**config.mk**
```make
export PLATFORM = sky130hd
export DESIGN_NAME = addr_bkpt_unit
export DESIGN_NICKNAME = d
export VERILOG_FILES = /design/src/rtl/bkpt_pkg.sv /design/src/rtl/bkpt_addr_latch.sv /design/src/rtl/bkpt_channel.sv /design/src/rtl/addr_bkpt_unit.sv
export SDC_FILE = /design/constraint.sdc
export NUM_CORES = 1
export LEC_CHECK = 0
export ABC_AREA = 1
export BUFFER_PORTS_ARGS = -buffer_cell sky130_fd_sc_hd__clkbuf_2
export CORE_MARGIN = 10
export CORE_UTILIZATION = 31
export DETAILED_ROUTE_END_ITERATION = 8
export SLEW_MARGIN = 40
export SYNTH_ARGS = -nofsm -noshare
export SYNTH_HDL_FRONTEND = slang
export SYNTH_SLANG_ARGS = --single-unit
```
**constraint.sdc**
```tcl
create_clock -name clk -period 1.27 [get_ports clk]
set_input_delay 0.0635 -clock clk [delete_from_list [all_inputs] [get_ports clk]]
set_output_delay 0.0635 -clock clk [all_outputs]
set_load 0.02 [all_outputs]
```
**src/rtl/bkpt_pkg.sv**
```systemverilog
package bkpt_pkg;
  localparam int AW = 32;

  typedef enum logic [1:0] {
    QUAL_ANY   = 2'd0,
    QUAL_READ  = 2'd1,
    QUAL_WRITE = 2'd2,
    QUAL_FETCH = 2'd3
  } acc_qual_e;

  typedef enum logic [1:0] {
    SEL_BASE = 2'd0,
    SEL_MASK = 2'd1,
    SEL_CTL  = 2'd2
  } cfg_sel_e;

  // address bits under a 0 mask bit must agree with the base
  function automatic logic addr_hit(input logic [AW-1:0] addr,
                                    input logic [AW-1:0] base,
                                    input logic [AW-1:0] mask);
    return ((addr ^ base) & ~mask) == '0;
  endfunction

  function automatic logic attr_pass(input acc_qual_e q,
                                     input logic is_wr,
                                     input logic is_fetch);
    case (q)
      QUAL_READ:  return !is_wr && !is_fetch;
      QUAL_WRITE: return is_wr && !is_fetch;
      QUAL_FETCH: return is_fetch;
      default:    return 1'b1;
    endcase
  endfunction
endpackage

```
**src/rtl/bkpt_addr_latch.sv**
```systemverilog
module bkpt_addr_latch
  import bkpt_pkg::*;
(
  input  logic          clk,
  input  logic          rst_n,
  input  logic          in_valid,
  input  logic [AW-1:0] in_addr,
  input  logic          in_write,
  input  logic          in_fetch,
  output logic          out_valid,
  output logic [AW-1:0] out_addr,
  output logic          out_write,
  output logic          out_fetch
);
  always_ff @(posedge clk or negedge rst_n) begin
    if (!rst_n) begin
      out_valid <= 1'b0;
      out_addr  <= '0;
      out_write <= 1'b0;
      out_fetch <= 1'b0;
    end else begin
      out_valid <= in_valid;
      if (in_valid) begin
        out_addr  <= in_addr;
        out_write <= in_write;
        out_fetch <= in_fetch;
      end
    end
  end


  latch_capture_chk: assert property (@(posedge clk) disable iff (!rst_n)
    in_valid |=> out_valid && out_addr == $past(in_addr));
endmodule

```
**src/rtl/bkpt_channel.sv**
```systemverilog
module bkpt_channel
  import bkpt_pkg::*;
#(
  parameter int CNT_W = 5
) (
  input  logic          clk,
  input  logic          rst_n,
  input  logic          lat_valid,
  input  logic [AW-1:0] lat_addr,
  input  logic          lat_write,
  input  logic          lat_fetch,
  input  logic          wr_base,
  input  logic          wr_mask,
  input  logic          wr_ctl,
  input  logic [AW-1:0] wdata,
  output logic          bkpt_req,
  output logic          match_seen
);
  localparam int EN_BIT  = CNT_W;
  localparam int QUAL_LO = CNT_W + 1;
  localparam int ARM_BIT = CNT_W + 3;

  logic [AW-1:0]    base_q, mask_q;
  logic [CNT_W-1:0] reload_q, cnt_q;
  logic             cnt_en_q, armed_q;
  acc_qual_e        qual_q;

  // named internal events
  logic addr_ok, kind_ok, qual_hit, fire, cnt_last;

  function automatic logic [CNT_W-1:0] count_after_hit(input logic [CNT_W-1:0] cur,
                                                       input logic [CNT_W-1:0] rel);
    return (cur <= CNT_W'(1)) ? rel : cur - CNT_W'(1);
  endfunction

  assign addr_ok  = addr_hit(lat_addr, base_q, mask_q);
  assign kind_ok  = attr_pass(qual_q, lat_write, lat_fetch);
  assign qual_hit = lat_valid && armed_q && addr_ok && kind_ok;
  assign cnt_last = cnt_q <= CNT_W'(1);
  assign fire     = qual_hit && (!cnt_en_q || cnt_last);

  always_ff @(posedge clk or negedge rst_n) begin
    if (!rst_n) begin
      base_q     <= '0;
      mask_q     <= '0;
      reload_q   <= '0;
      cnt_q      <= '0;
      cnt_en_q   <= 1'b0;
      armed_q    <= 1'b0;
      qual_q     <= QUAL_ANY;
      match_seen <= 1'b0;
      bkpt_req   <= 1'b0;
    end else begin
      bkpt_req <= fire;
      if (wr_base) base_q <= wdata;
      if (wr_mask) mask_q <= wdata;
      if (wr_ctl) begin
        reload_q   <= wdata[CNT_W-1:0];
        cnt_q      <= wdata[CNT_W-1:0];
        cnt_en_q   <= wdata[EN_BIT];
        qual_q     <= acc_qual_e'(wdata[QUAL_LO+1:QUAL_LO]);
        armed_q    <= wdata[ARM_BIT];
        match_seen <= 1'b0;
      end else if (qual_hit) begin
        match_seen <= 1'b1;
        if (cnt_en_q) cnt_q <= count_after_hit(cnt_q, reload_q);
      end
    end
  end


  req_cause_chk: assert property (@(posedge clk) disable iff (!rst_n)
    bkpt_req |-> $past(qual_hit));

  sticky_set_chk: assert property (@(posedge clk) disable iff (!rst_n)
    qual_hit && !wr_ctl |=> match_seen);

  disarmed_quiet_chk: assert property (@(posedge clk) disable iff (!rst_n)
    !armed_q && !wr_ctl |=> !bkpt_req && $stable(match_seen));

  direct_fire_chk: assert property (@(posedge clk) disable iff (!rst_n)
    qual_hit && !cnt_en_q |=> bkpt_req);

  cnt_bound_chk: assert property (@(posedge clk) disable iff (!rst_n)
    cnt_q <= reload_q);
endmodule

```
**src/rtl/addr_bkpt_unit.sv**
```systemverilog
module addr_bkpt_unit
  import bkpt_pkg::*;
#(
  parameter int NUM_CH = 2,
  parameter int CNT_W  = 5,
  localparam int CH_W  = (NUM_CH > 1) ? $clog2(NUM_CH) : 1
) (
  input  logic              clk,
  input  logic              rst_n,
  input  logic              acc_valid,
  input  logic [AW-1:0]     acc_addr,
  input  logic              acc_write,
  input  logic              acc_fetch,
  input  logic              cfg_we,
  input  logic [CH_W-1:0]   cfg_ch,
  input  logic [1:0]        cfg_sel,
  input  logic [AW-1:0]     cfg_wdata,
  output logic [NUM_CH-1:0] bkpt_req,
  output logic [NUM_CH-1:0] match_seen
);
  logic          lat_valid, lat_write, lat_fetch;
  logic [AW-1:0] lat_addr;

  bkpt_addr_latch u_latch (
    .clk      (clk),
    .rst_n    (rst_n),
    .in_valid (acc_valid),
    .in_addr  (acc_addr),
    .in_write (acc_write),
    .in_fetch (acc_fetch),
    .out_valid(lat_valid),
    .out_addr (lat_addr),
    .out_write(lat_write),
    .out_fetch(lat_fetch)
  );

  for (genvar i = 0; i < NUM_CH; i++) begin : g_ch
    logic sel_me;
    assign sel_me = cfg_we && (cfg_ch == CH_W'(i));

    bkpt_channel #(.CNT_W(CNT_W)) u_ch (
      .clk       (clk),
      .rst_n     (rst_n),
      .lat_valid (lat_valid),
      .lat_addr  (lat_addr),
      .lat_write (lat_write),
      .lat_fetch (lat_fetch),
      .wr_base   (sel_me && cfg_sel == SEL_BASE),
      .wr_mask   (sel_me && cfg_sel == SEL_MASK),
      .wr_ctl    (sel_me && cfg_sel == SEL_CTL),
      .wdata     (cfg_wdata),
      .bkpt_req  (bkpt_req[i]),
      .match_seen(match_seen[i])
    );
  end


  unsel_stable_chk: assert property (@(posedge clk) disable iff (!rst_n)
    !cfg_we && !lat_valid |=> $stable(match_seen));
endmodule

```
Yosys cells after proc, flatten, opt, wreduce, memory -nomap -nowiden
Index checks and enable logic that the tools add are counted.
{"block": "classes", "n_bitwise": 7, "n_reduce_logical": 33, "n_addsub": 2, "n_eq_ne": 8, "mux": 14, "order_cmp": 2}
{"cell": "bitwise AND 32 bit", "n": 2}
{"cell": "zero test 32 bit", "n": 2}
{"cell": "inverter 32 bit", "n": 2}
{"cell": "XOR 32 bit", "n": 2}
{"cell": "two-way mux 5 bit", "n": 8}
{"cell": "logical AND 1 bit", "n": 18}
{"cell": "== test 2 bit (second input constant)", "n": 5}
{"cell": "<= comparator 5 x 1 -> 1 bit (second input constant)", "n": 2}
{"cell": "subtractor 5 x 1 -> 5 bit (second input constant)", "n": 2}
{"cell": "nonzero test 2 bit", "n": 4}
{"cell": "== test 2 x 1 -> 1 bit (second input constant)", "n": 3}
{"cell": "case mux 1 bit (3 select lines)", "n": 2}
{"cell": "zero test 1 bit", "n": 4}
{"cell": "two-way mux 1 bit", "n": 4}
{"cell": "AND reduction 2 bit", "n": 2}
{"cell": "zero test 2 bit", "n": 1}
{"cell": "logical OR 1 bit", "n": 2}
{"cell": "inverter 1 bit", "n": 1}
{"block": "word_totals", "wordCells": 88, "register_bits": 195}

Logic depth before layout (Yosys ltp)
{"block": "depth", "word_depth": 7, "ltp_mapped": 11}

Cells and area by module
From an unflattened synthesis, not the netlist that was laid out.
{"block": "hier_totals", "hier_cells": 1243, "hier_area_um2": 9723.1}
{"module": "bkpt_channel", "area_each_um2": 4150.2, "n_inst": 2, "cells_each": 542}
{"module": "bkpt_addr_latch", "area_each_um2": 1370.1, "n_inst": 1, "cells_each": 145}
{"module": "addr_bkpt_unit", "area_each_um2": 52.6, "n_inst": 1, "cells_each": 14}

Least setup slack after synthesis
Ideal clock, no wire load.
{"block": "synth_timing", "kind": "reg2reg", "start": "register g_ch[1].u_ch.cnt_q[0]", "end": "register g_ch[1].u_ch.cnt_q[3]", "synth_period_minus_slack_ns": 1.374, "arrival_time_ns": 1.258, "required_ns": 1.154, "slack_ns": -0.104, "setup_time_ns": 0.116, "n_path_buf": 1, "path_stages_with_launch": 9, "cell_sequence": "dfrtp_1 > ha_1 > o211ai_1 > buf_2 > nand2_1 > o21ai_0 > o21ai_1 > nand2_1 > nand2_1"}
{"block": "synth_between", "elab_chain_cells": 5}
{"element": "start: declaration", "line_no": "bkpt_channel.sv:24", "text": "logic [CNT_W-1:0] reload_q, cnt_q;"}
{"element": "start signal: assignment", "line_no": "bkpt_channel.sv:59", "text": "cnt_q <= wdata[CNT_W-1:0];"}
{"element": "start signal: assignment", "line_no": "bkpt_channel.sv:66", "text": "if (cnt_en_q) cnt_q <= count_after_hit(cnt_q, reload_q);"}
{"element": "subtractor 5 x 1 -> 5 bit or <= comparator 5 x 1 -> 1 bit (tied branches)", "line_no": "bkpt_channel.sv:33", "text": "return (cur <= CNT_W'(1)) ? rel : cur - CNT_W'(1);"}
{"element": "two-way mux 5 bit *", "line_no": "bkpt_channel.sv:33"}
{"element": "two-way mux 5 bit *", "line_no": "bkpt_channel.sv:66"}
{"element": "two-way mux 5 bit *", "line_no": "bkpt_channel.sv:64", "text": "end else if (qual_hit) begin"}
{"element": "two-way mux 5 bit *", "line_no": "bkpt_channel.sv:57", "text": "if (wr_ctl) begin"}
Mark *: on every way between the ends. The rest lies on a longest branch, timed or not. The select of a mux whose other input is x is not followed.
A chain may end at the register's enable or synchronous reset.

Final worst setup path
{"block": "layout_timing", "start": "register u_latch.out_addr[24]", "end": "register g_ch[1].u_ch.cnt_q[4]"}
{"block": "layout_between", "elab_chain_cells": 7}
{"element": "start: declaration", "line_no": "bkpt_addr_latch.sv:11", "text": "output logic [AW-1:0] out_addr,"}
{"element": "start signal: assignment", "line_no": "bkpt_addr_latch.sv:24", "text": "out_addr <= in_addr;"}
{"element": "XOR 32 bit", "line_no": "bkpt_pkg.sv:21", "text": "return ((addr ^ base) & ~mask) == '0;"}
{"element": "bitwise AND 32 bit", "line_no": "bkpt_pkg.sv:21"}
{"element": "zero test 32 bit", "line_no": "bkpt_pkg.sv:21"}
{"element": "logical AND 1 bit (2 in series)", "line_no": "bkpt_channel.sv:38", "text": "assign qual_hit = lat_valid && armed_q && addr_ok && kind_ok;"}
{"element": "nonzero test 2 bit (no source line)"}
{"element": "AND reduction 2 bit (no source line)"}
Every way passes these cells.

==> results.toml <==
[outcome]
outcome = "finished with violations"
violations = "setup timing"

[pwr]
ir_worst_vdd_mv = 0.879
power.density_mw_per_mm2 = 1560
leakage_uw = 0.00584

[clock_network]
clk_path_buf_depth = 2
numCtsBuffers = 17
cts-root-buf = "clkbuf_16"
clock-sinks = 195
htree_levels = 4
cts_tree = "done"
insertion_delay_ns = 0.44
clkTransAtPathRegs_ns = 0.08

[layout]
nets = 1349
layout-drive-gt1-share = 0.197
fin_util = 0.414
area_growth_pct = 30.5
fin_area_mm2 = 0.0116
stdcell_count = 1663
diodes = 0

[routing]
wl_um = 22700
drc = 0
viasPerCell = 4.44
drt_iter0_drc = 491
vias = 7384
ant_nets = 0
wl_per_cell_um = 13.7
drt_first_pass_iters = 5

[timing]
timing.fmax_mhz = 619
finalSetupViolCount = 14
tightestPinTransition_ns = 0.320
drv_slew = 0
relSlewSlack = 0.787
fin_crit_sh = 1.27
hold_violations = 0
fin_skew_ns = 0.0105
fin_crit_ns = 1.62
holdWs_ns = 0.00247
rsz0062_at_grt = "yes"
worst_slack_ns = -0.345

[setup_path]
critPathMaxFanout = 6
reg2regPathDepth = 10
required_ns = 1.65
reg2reg_from = "u_latch.out_addr[24]$_DFFE_PN0P_"
worstSetupStartpoint = "u_latch.out_addr[24]$_DFFE_PN0P_"
crit_type = "reg2reg"
worst_setup_path_end_kind = "flip-flop"
start_kind = "flip-flop"
arrival_ns = 1.99

[place]
port_buffers = 76
hpwlAfterDp_um = 15600
place_congestion = 0.780
place_inst = 1561
placed_cell_area_mm2 = 0.0102

[global_routing]
gr-total-overflow = 0
antenna_found_initial = 0
grt_pass1_vias = 7214
grt_max_degree = 65
grt_pass1_wl_um = 37300
grt.total_usage = 0.129

[synth]
synthTopCellsByArea = "dfrtp_1, nand2_1, o21ai_0, inv_1, nor2_1"
synth_edf_count = 0
synthArstFlopShare = 1.00
yosysWarnings = 0
synth.top_cell.area_share = 0.549
synth.avg_cell_area_um2 = 8.26
yosysMostFrequentCell = "nand2_1"
synth_area_leader_cell = "dfrtp_1"
netlist_instances = 1076
synth_cell_types = 27
synth_flop_cell = "dfrtp_1"
ys_seq_area_frac = 0.549
synth_common_cells = "nand2_1, dfrtp_1, o21ai_0"
synth_seq_cells = 195
syn-num-nets = 1153
synth_area_mm2 = 0.00888

[job]
drv_cap = 0

[min_path]
hp-class = "in2reg"
worstHoldPathCells = 3
min_from = "cfg_wdata[6]"

[die]
core_mm2 = 0.0280
row_count = 61
start_util = 0.317
fp.dieH_um = 189
die-area_mm2 = 0.0358
die_w_um = 189
boundaryPins = 77
worst paths after layout:
kind | to | slack, ns
max in group asynchronous | g_ch[0].u_ch.base_q[4]$_DFFE_PN0P_ | 0.63
worst max-delay path | g_ch[1].u_ch.cnt_q[4]$_DFFE_PN0P_ | -0.35
worst min-delay path | g_ch[0].u_ch.qual_q[0]$_DFFE_PN0P_ | 0.002
min in group asynchronous | g_ch[1].u_ch.base_q[29]$_DFFE_PN0P_ | 0.06
worst min register to register | g_ch[0].u_ch.reload_q[4]$_DFFE_PN0P_ | 0.48
worst max register to register | g_ch[1].u_ch.cnt_q[4]$_DFFE_PN0P_ | -0.35
through the flow:
stage                     worst slack [ns]  setup TNS [ns]  power [µW]
final                               -0.345           -4.00       18000
after global routing                -0.450           -5.49       19300
after CTS                           -0.351           -3.96       18100
after detailed placement            -0.331           -4.03       12600
after global placement              -0.316           -3.82       12500
after floorplan                    -0.0976          -0.903       10800
state kept, by name, indices dropped and copies added (netlist names), 2 cells and up:
| register | cells |
|---|---|
| g_ch.u_ch.armed_q | 2 |
| g_ch.u_ch.base_q | 64 |
| g_ch.u_ch.cnt_en_q | 2 |
| g_ch.u_ch.cnt_q | 10 |
| u_latch.out_addr | 32 |
| g_ch.u_ch.match_seen | 2 |
| g_ch.u_ch.qual_q | 4 |
| g_ch.u_ch.reload_q | 10 |
| g_ch.u_ch.bkpt_req | 2 |
| g_ch.u_ch.mask_q | 64 |
layout by cell type (no fill, tap or decap), types with 5 or more instances in the layout:
master	count
nand3b_1	15
o21ai_1	10
o21ai_0	170
dlygate4sd3_1	64
mux2_2	16
a21oi_1	23
nand2_1	341
buf_12	9
nand3_1	35
nand2_2	16
nor2_4	9
dfrtp_1	193
nor2_1	43
or2_0	5
inv_1	108
or2_1	9
clkbuf_16	17
buf_4	70
inv_2	9
clkbuf_2	75
where the power goes:
group	internal, µW	switching, µW
Clock	2620	2570
Sequential	7330	738
Combinational	2290	2480
Total	12200	5790
worst max-delay path, cell delays in order (launching register included):
cell	delay [ns]
dfrtp_1	0.42
or2_1	0.24
nand2_1	0.07
nand2_1	0.04
nor2_1	0.08
nand2_1	0.10
nor2_4	0.21
nand4_4	0.16
nand2_4	0.12
nand2_2	0.05
nand2_1	0.06
metal layers:
metal	vias to the layer above	routed length (µm)	global-route usage
met3	22	665	0.0211
met5	-	0	0
met4	0	340	0.0421
met2	119	10800	0.212
met1	3447	10900	0.170
li1	3796	-	-
what timing repair did:
action                                 4_1_cts  5_1_grt
pin swaps                                   10       21
setup endpoints to repair                   14       14
hold buffers                                64        0
endpoints found under the hold margin      341        0
buffers inserted                             1        5
gates resized for setup                     13       27
cell families after synthesis:
logic type / share of synthesized area
compound gates: 0.117
xor+xnor: 0.00493
fa+ha+maj: 0.00563
buf+inv: 0.0703
flops: 0.549
mux: 0.0203
simple gates: 0.232
cell type report:
type | count | area, µm²
fillers | 2827 | 16400
flip-flops and latches | 195 | 4880
multi-input cells | 722 | 3500
repair buffers | 219 | 1740
well taps | 378 | 473
clock buffers | 18 | 439
inverters | 117 | 439
clock inverters | 14 | 120
Power figures use the tool's default switching activity.
